[src/rtl/lsq_pkg.sv]
package lsq_pkg;

    typedef enum logic [1:0] {
        S_RUN,
        S_PUSH_PC,
        S_POP_SR,
        S_POP_CTX
    } lsq_state_e;

    typedef enum logic [2:0] {
        OP_HOLD,
        OP_STEP,
        OP_BACK,
        OP_SAVE,
        OP_LOAD,
        OP_RST_SR,
        OP_RST_CTX
    } lsq_op_e;

endpackage

[src/rtl/lsq_compare.sv]
module lsq_compare #(
    parameter int W = 16
) (
    input  logic [W-1:0] pc,
    input  logic [W-1:0] la,
    input  logic [W-1:0] lc,
    input  logic         lf,
    output logic         at_end,
    output logic         last_pass
);
    localparam logic [W-1:0] ONE = W'(1);

    always_comb begin
        at_end    = lf && (pc == la);
        last_pass = (lc == ONE);
    end
endmodule

[src/rtl/lsq_fsm.sv]
module lsq_fsm
    import lsq_pkg::*;
(
    input  logic      clk,
    input  logic      rst_n,
    input  logic      do_i,
    input  logic      enddo_i,
    input  logic      step_i,
    input  logic      lf,
    input  logic      at_end,
    input  logic      last_pass,
    output lsq_op_e   op,
    output logic      push,
    output logic      pop,
    output logic      sel_pc,
    output logic      busy
);
    lsq_state_e state_q, state_d;

    always_ff @(posedge clk) begin
        if (!rst_n) state_q <= S_RUN;
        else        state_q <= state_d;
    end

    always_comb begin
        state_d = state_q;
        unique case (state_q)
            S_RUN: begin
                if (do_i)                         state_d = S_PUSH_PC;
                else if (enddo_i && lf)           state_d = S_POP_SR;
                else if (step_i && at_end && last_pass) state_d = S_POP_SR;
            end
            S_PUSH_PC: state_d = S_RUN;
            S_POP_SR:  state_d = S_POP_CTX;
            S_POP_CTX: state_d = S_RUN;
        endcase
    end

    always_comb begin
        op     = OP_HOLD;
        push   = 1'b0;
        pop    = 1'b0;
        sel_pc = 1'b0;
        busy   = 1'b1;
        unique case (state_q)
            S_RUN: begin
                busy = 1'b0;
                if (do_i) begin
                    op   = OP_SAVE;
                    push = 1'b1;
                end else if (enddo_i && lf) begin
                    op = OP_HOLD;
                end else if (step_i) begin
                    op = (at_end && !last_pass) ? OP_BACK : OP_STEP;
                end
            end
            S_PUSH_PC: begin
                op     = OP_LOAD;
                push   = 1'b1;
                sel_pc = 1'b1;
            end
            S_POP_SR: begin
                op  = OP_RST_SR;
                pop = 1'b1;
            end
            S_POP_CTX: begin
                op  = OP_RST_CTX;
                pop = 1'b1;
            end
        endcase
    end
endmodule

[src/rtl/lsq_regs.sv]
module lsq_regs
    import lsq_pkg::*;
#(
    parameter int W      = 16,
    parameter int LF_BIT = 0
) (
    input  logic         clk,
    input  logic         rst_n,
    input  lsq_op_e      op,
    input  logic         sel_pc,
    input  logic [W-1:0] do_count,
    input  logic [W-1:0] do_end,
    input  logic [W-1:0] rd_hi,
    input  logic [W-1:0] rd_lo,
    output logic [W-1:0] pc,
    output logic [W-1:0] la,
    output logic [W-1:0] lc,
    output logic         lf,
    output logic [W-1:0] wr_hi,
    output logic [W-1:0] wr_lo
);
    localparam logic [W-1:0] ONE  = W'(1);
    localparam logic [W-1:0] ONES = '1;

    logic [W-1:0] pend_cnt, pend_end;
    logic [W-1:0] sr_word;

    always_comb begin
        sr_word         = '0;
        sr_word[LF_BIT] = lf;
        wr_hi = sel_pc ? pc : la;
        wr_lo = sel_pc ? sr_word : lc;
    end

    always_ff @(posedge clk) begin
        if (!rst_n) begin
            pc       <= '0;
            la       <= '0;
            lc       <= '0;
            lf       <= 1'b0;
            pend_cnt <= '0;
            pend_end <= '0;
        end else begin
            case (op)
                OP_STEP: pc <= pc + ONE;
                OP_BACK: begin
                    pc <= rd_hi;
                    lc <= lc - ONE;
                end
                OP_SAVE: begin
                    pend_cnt <= do_count;
                    pend_end <= do_end;
                end
                OP_LOAD: begin
                    lc <= (pend_cnt == '0) ? ONES : pend_cnt;
                    la <= pend_end - ONE;
                    lf <= 1'b1;
                end
                OP_RST_SR:  lf <= rd_lo[LF_BIT];
                OP_RST_CTX: begin
                    la <= rd_hi;
                    lc <= rd_lo;
                end
                default: ;
            endcase
        end
    end
endmodule

[src/rtl/loop_sequencer.sv]
module loop_sequencer
    import lsq_pkg::*;
#(
    parameter int W      = 16,
    parameter int LF_BIT = 0
) (
    input  logic         clk,
    input  logic         rst_n,
    input  logic         step_i,
    input  logic         do_i,
    input  logic         enddo_i,
    input  logic [W-1:0] do_count_i,
    input  logic [W-1:0] do_end_i,
    output logic         stk_push_o,
    output logic         stk_pop_o,
    output logic [W-1:0] stk_wr_hi_o,
    output logic [W-1:0] stk_wr_lo_o,
    input  logic [W-1:0] stk_rd_hi_i,
    input  logic [W-1:0] stk_rd_lo_i,
    output logic [W-1:0] pc_o,
    output logic         loop_active_o,
    output logic         busy_o
);
    lsq_op_e      op;
    logic         sel_pc, at_end, last_pass;
    logic [W-1:0] pc_q, la_q, lc_q;
    logic         lf_q;

    lsq_compare #(.W(W)) u_cmp (
        .pc(pc_q), .la(la_q), .lc(lc_q), .lf(lf_q),
        .at_end(at_end), .last_pass(last_pass)
    );

    lsq_fsm u_fsm (
        .clk(clk), .rst_n(rst_n), .do_i(do_i), .enddo_i(enddo_i),
        .step_i(step_i), .lf(lf_q), .at_end(at_end), .last_pass(last_pass),
        .op(op), .push(stk_push_o), .pop(stk_pop_o), .sel_pc(sel_pc),
        .busy(busy_o)
    );

    lsq_regs #(.W(W), .LF_BIT(LF_BIT)) u_regs (
        .clk(clk), .rst_n(rst_n), .op(op), .sel_pc(sel_pc),
        .do_count(do_count_i), .do_end(do_end_i),
        .rd_hi(stk_rd_hi_i), .rd_lo(stk_rd_lo_i),
        .pc(pc_q), .la(la_q), .lc(lc_q), .lf(lf_q),
        .wr_hi(stk_wr_hi_o), .wr_lo(stk_wr_lo_o)
    );

    assign pc_o          = pc_q;
    assign loop_active_o = lf_q;
endmodule

[config.mk]
export PLATFORM = sky130hd
export DESIGN_NAME = loop_sequencer
export DESIGN_NICKNAME = d
export VERILOG_FILES = /design/src/rtl/lsq_pkg.sv /design/src/rtl/lsq_compare.sv /design/src/rtl/lsq_fsm.sv /design/src/rtl/lsq_regs.sv /design/src/rtl/loop_sequencer.sv
export SDC_FILE = /design/constraint.sdc
export NUM_CORES = 1
export LEC_CHECK = 0
export CAP_MARGIN = 20
export CORE_MARGIN = 2
export CORE_UTILIZATION = 54
export CTS_CLUSTER_SIZE = 40
export DETAILED_ROUTE_END_ITERATION = 8
export PLACE_DENSITY = 0.85
export SLEW_MARGIN = 30
export SYNTH_ARGS = -nofsm -noshare
export SYNTH_HDL_FRONTEND = slang
export SYNTH_SLANG_ARGS = --single-unit
[constraint.sdc]
create_clock -name clk -period 3.5 [get_ports clk]
set_input_delay 0.7 -clock clk [delete_from_list [all_inputs] [get_ports clk]]
set_output_delay 0.7 -clock clk [all_outputs]
set_load 0.1 [all_outputs]
==> impl_metrics.ini <==
[die]
coreArea_um2 = 9200
initial_core_util = 0.552
num_io_pins = 121
die_h_um = 101
die_area_um2 = 10200
rows = 35
die_w_um = 101

[synth]
synth.area.mux_share = 0.0532
syn_area_um2 = 5080
yosysMostFrequentCell = nand2_1
yosys.area.top_type = dfxtp_1
synth-edff-count = 0
synth_top_flop_cell = dfxtp_1
yosys-top-cells-count = 116 x nand2_1, 83 x dfxtp_1, 74 x a21oi_1
synth_cells = 672
synth_top_family_by_area = simple AND/OR/NAND/NOR gates
seq_area_frac_synth = 0.327
synth_top_area_frac = 0.327
yosys.area_share.simple = 0.267
ys_seq_elements = 83
yosysUniqueCellTypes = 60
ys_top_cells_by_area = dfxtp_1 33%, nand2_1 8.6%, a21oi_1 7.3%, nor2_1 3.9%, mux2_2 3.5%
synth_warnings = 0
avgSynthCellArea_um2 = 7.56
synth_xor_area_frac = 0.0569
synth_compound_area_frac = 0.218
synthArstFlopShare = 0
syn-num-nets = 751
synth_fa_ha_area_frac = 0.0246

[hold_path]
min_from = u_regs.pend_cnt[11]
whs_path_depth = 2
holdPathEnd = u_regs.pend_cnt[11]
hold_class = flip-flop to flip-flop

[route]
first_iter_violations = 461
vias_per_cell = 6.10
wl_um = 15500
dr.pass1.iters = 5
drcViolationCount = 0
routedWlPerCell_um = 17.6
antenna_left = 0
route.vias.total = 5342

[clock_network]
clockRootBuffer = clkbuf_8
cts_max_path_buffers = 2
clk_pin_slew_ns = 0.09
cts_buffers = 9
cts_tree = built
post-cts-setup-buffer-count = 0
hold_buffers = 0
cts.repair.resized = 0
cts-htree-levels = 3
cts_sinks = 83
clk_latency_ns = 0.35

[worst_setup_path]
worstPathRequired_ns = 2.80
cp-end-kind = output pin
ff2ff_setup_slack_ns = 0.86
r2r-end = u_regs.pc[13]
crit_arrival_ns = 2.03
rr_worst_depth = 7
rr_startpoint = u_regs.pc[6]
critPathMaxFanout = 53
crit_type = flip-flop to output pin
start_kind = flip-flop

[cells_and_area]
fin_area_um2 = 6400
instances_no_fill = 876
drive_above_1_share = 0.145
n_antenna_cell = 0
layout.nets = 839
syn_to_final_growth_pct = 26.0

[timing]
worst_slack_ns = 0.766
maxSlewHeadroom = 0.480
hold_viol = 0
tns_ns = 0
grt_setup_unrepaired = no
max_freq_ghz = 0.366
slew_viol_final = 0
period_minus_slack_ns = 2.73
clock_skew_ns = 0.0203
period_share = 0.781
worstMarginPinSlew_ns = 0.781
setup_viol = 0

[placement]
port-buffer-count = 120
hpwl_um = 11400
post-place-ws_ns = 0.823
dp.cells = 860
gp_congestion = 0.971
dpl_cell_area_um2 = 6150

[power]
netSwitchingFraction = 0.521
p_int_w = 0.00252
vdd_drop_max_uv = 404
finalPower_w = 0.00525
power.density_nw_per_um2 = 820
switchingPower_w = 0.00273
clock_power_share = 0.152
p_leak_nw = 2.51
pwr-share-comb = 0.578
pwr-share-seq = 0.270

[grt]
grtUsageTotal = 0.298
grt_pass1_vias = 4883
grt_pass1_wl_um = 24200
grt_overflow = 0
grt_max_degree = 54
antenna_found_initial = 1

[job]
cap_violations = 0

[status]
status = finished clean
==> power groups by stage <==
stage / Sequential [W] / Combinational [W] / Clock, W
3_3_place_gp: 0.00142 / 0.00294 / 0
6_report: 0.00141 / 0.00303 / 0.000798
3_5_place_dp: 0.00142 / 0.00298 / 0
5_1_grt: 0.00144 / 0.00322 / 0.000851
4_1_cts: 0.00140 / 0.00300 / 0.000803
2_1_floorplan: 0.00143 / 0.00233 / 0
==> stage by stage <==
| stage | util | hold WS, ns |
|---|---|---|
| detailed placement | 0.669 | 0.466 |
| CTS | 0.694 | 0.479 |
| global route | 0.696 | 0.506 |
| finish | 0.696 | 0.477 |
| floorplan | - | 0.446 |
| global placement | 0.669 | 0.457 |
==> layout make-up <==
cell class              instances  area (um2)
multi-input cells             524        3160
fillers                       783        2800
clock inverters                 7         106
repair buffers                130        1160
inverters                      12        45.0
well taps                     111         139
flip-flops and latches         83        1660
clock buffers                   9         124
==> critical path, stage by stage, from the launching register on <==
cell and delay, ns:
dfxtp_1 0.36, inv_1 0.15, ha_4 0.53, mux2_2 0.41
buf_4 0.24
==> worst max path at each step <==
stage	startpoint	endpoint	slack [ns]
after floorplan	u_fsm.state_q[1]	stk_wr_lo_o[0]	0.39
after global placement	enddo_i	u_regs.lc[15]	0.92
after detailed placement	u_fsm.state_q[1]	stk_wr_hi_o[2]	0.82
after CTS	u_fsm.state_q[1]	stk_wr_hi_o[4]	0.45
after global routing	u_fsm.state_q[1]	stk_wr_hi_o[4]	0.66
final	u_fsm.state_q[1]	stk_wr_hi_o[2]	0.77
==> sequential cells by signal, indices dropped and copies added (netlist names) <==
name and flops:
u_regs.lc 16, u_fsm.state_q 2, u_regs.pend_cnt 16, u_regs.lf 1, u_regs.la 16, u_regs.pend_end 16, u_regs.pc 16
==> metal layers <==
metal	vias to the layer above	wire length (um)	track usage
met5	-	11	0
met3	53	1330	0.0506
met2	293	7000	0.456
li1	2564	-	-
met1	2430	6680	0.421
met4	2	430	0.112
==> cell families after synthesis <==
group                      count (synthesis)
AOI/OAI and AO/OA                        178
xor gates and xnor gates                  33
adders and majority gates                 10
buffers and inverters                     65
DFF                                       83
muxes                                     25
and+or+nand+nor                          278
==> cells in the final DEF (no fill, tap or decap), types with 3 or more instances in the layout <==
cell             instances
nand2_1                115
dfxtp_1                 83
a21oi_1                 74
clkdlybuf4s50_1         68
buf_4                   61
nor2_1                  53
o21ai_0                 23
xnor2_1                 19
a211oi_1                19
nand3_1                 17
mux2_2                  16
nor3_1                  16
nor2b_1                 15
xor2_1                  14
inv_1                   11
nand4_1                 11
nor4_1                  11
a31oi_1                 11
o22ai_1                 10
mux2i_1                  9
ha_1                     9
clkbuf_8                 9
and2_1                   6
o21a_1                   5
a22oi_1                  5
and3_1                   5
o31a_1                   5
o211ai_1                 5
or2_2                    4
and4_1                   4
a311oi_1                 4
nor3_2                   3
o32ai_1                  3
a221oi_1                 3
or3_1                    3
(Power assumes the default switching activity.)
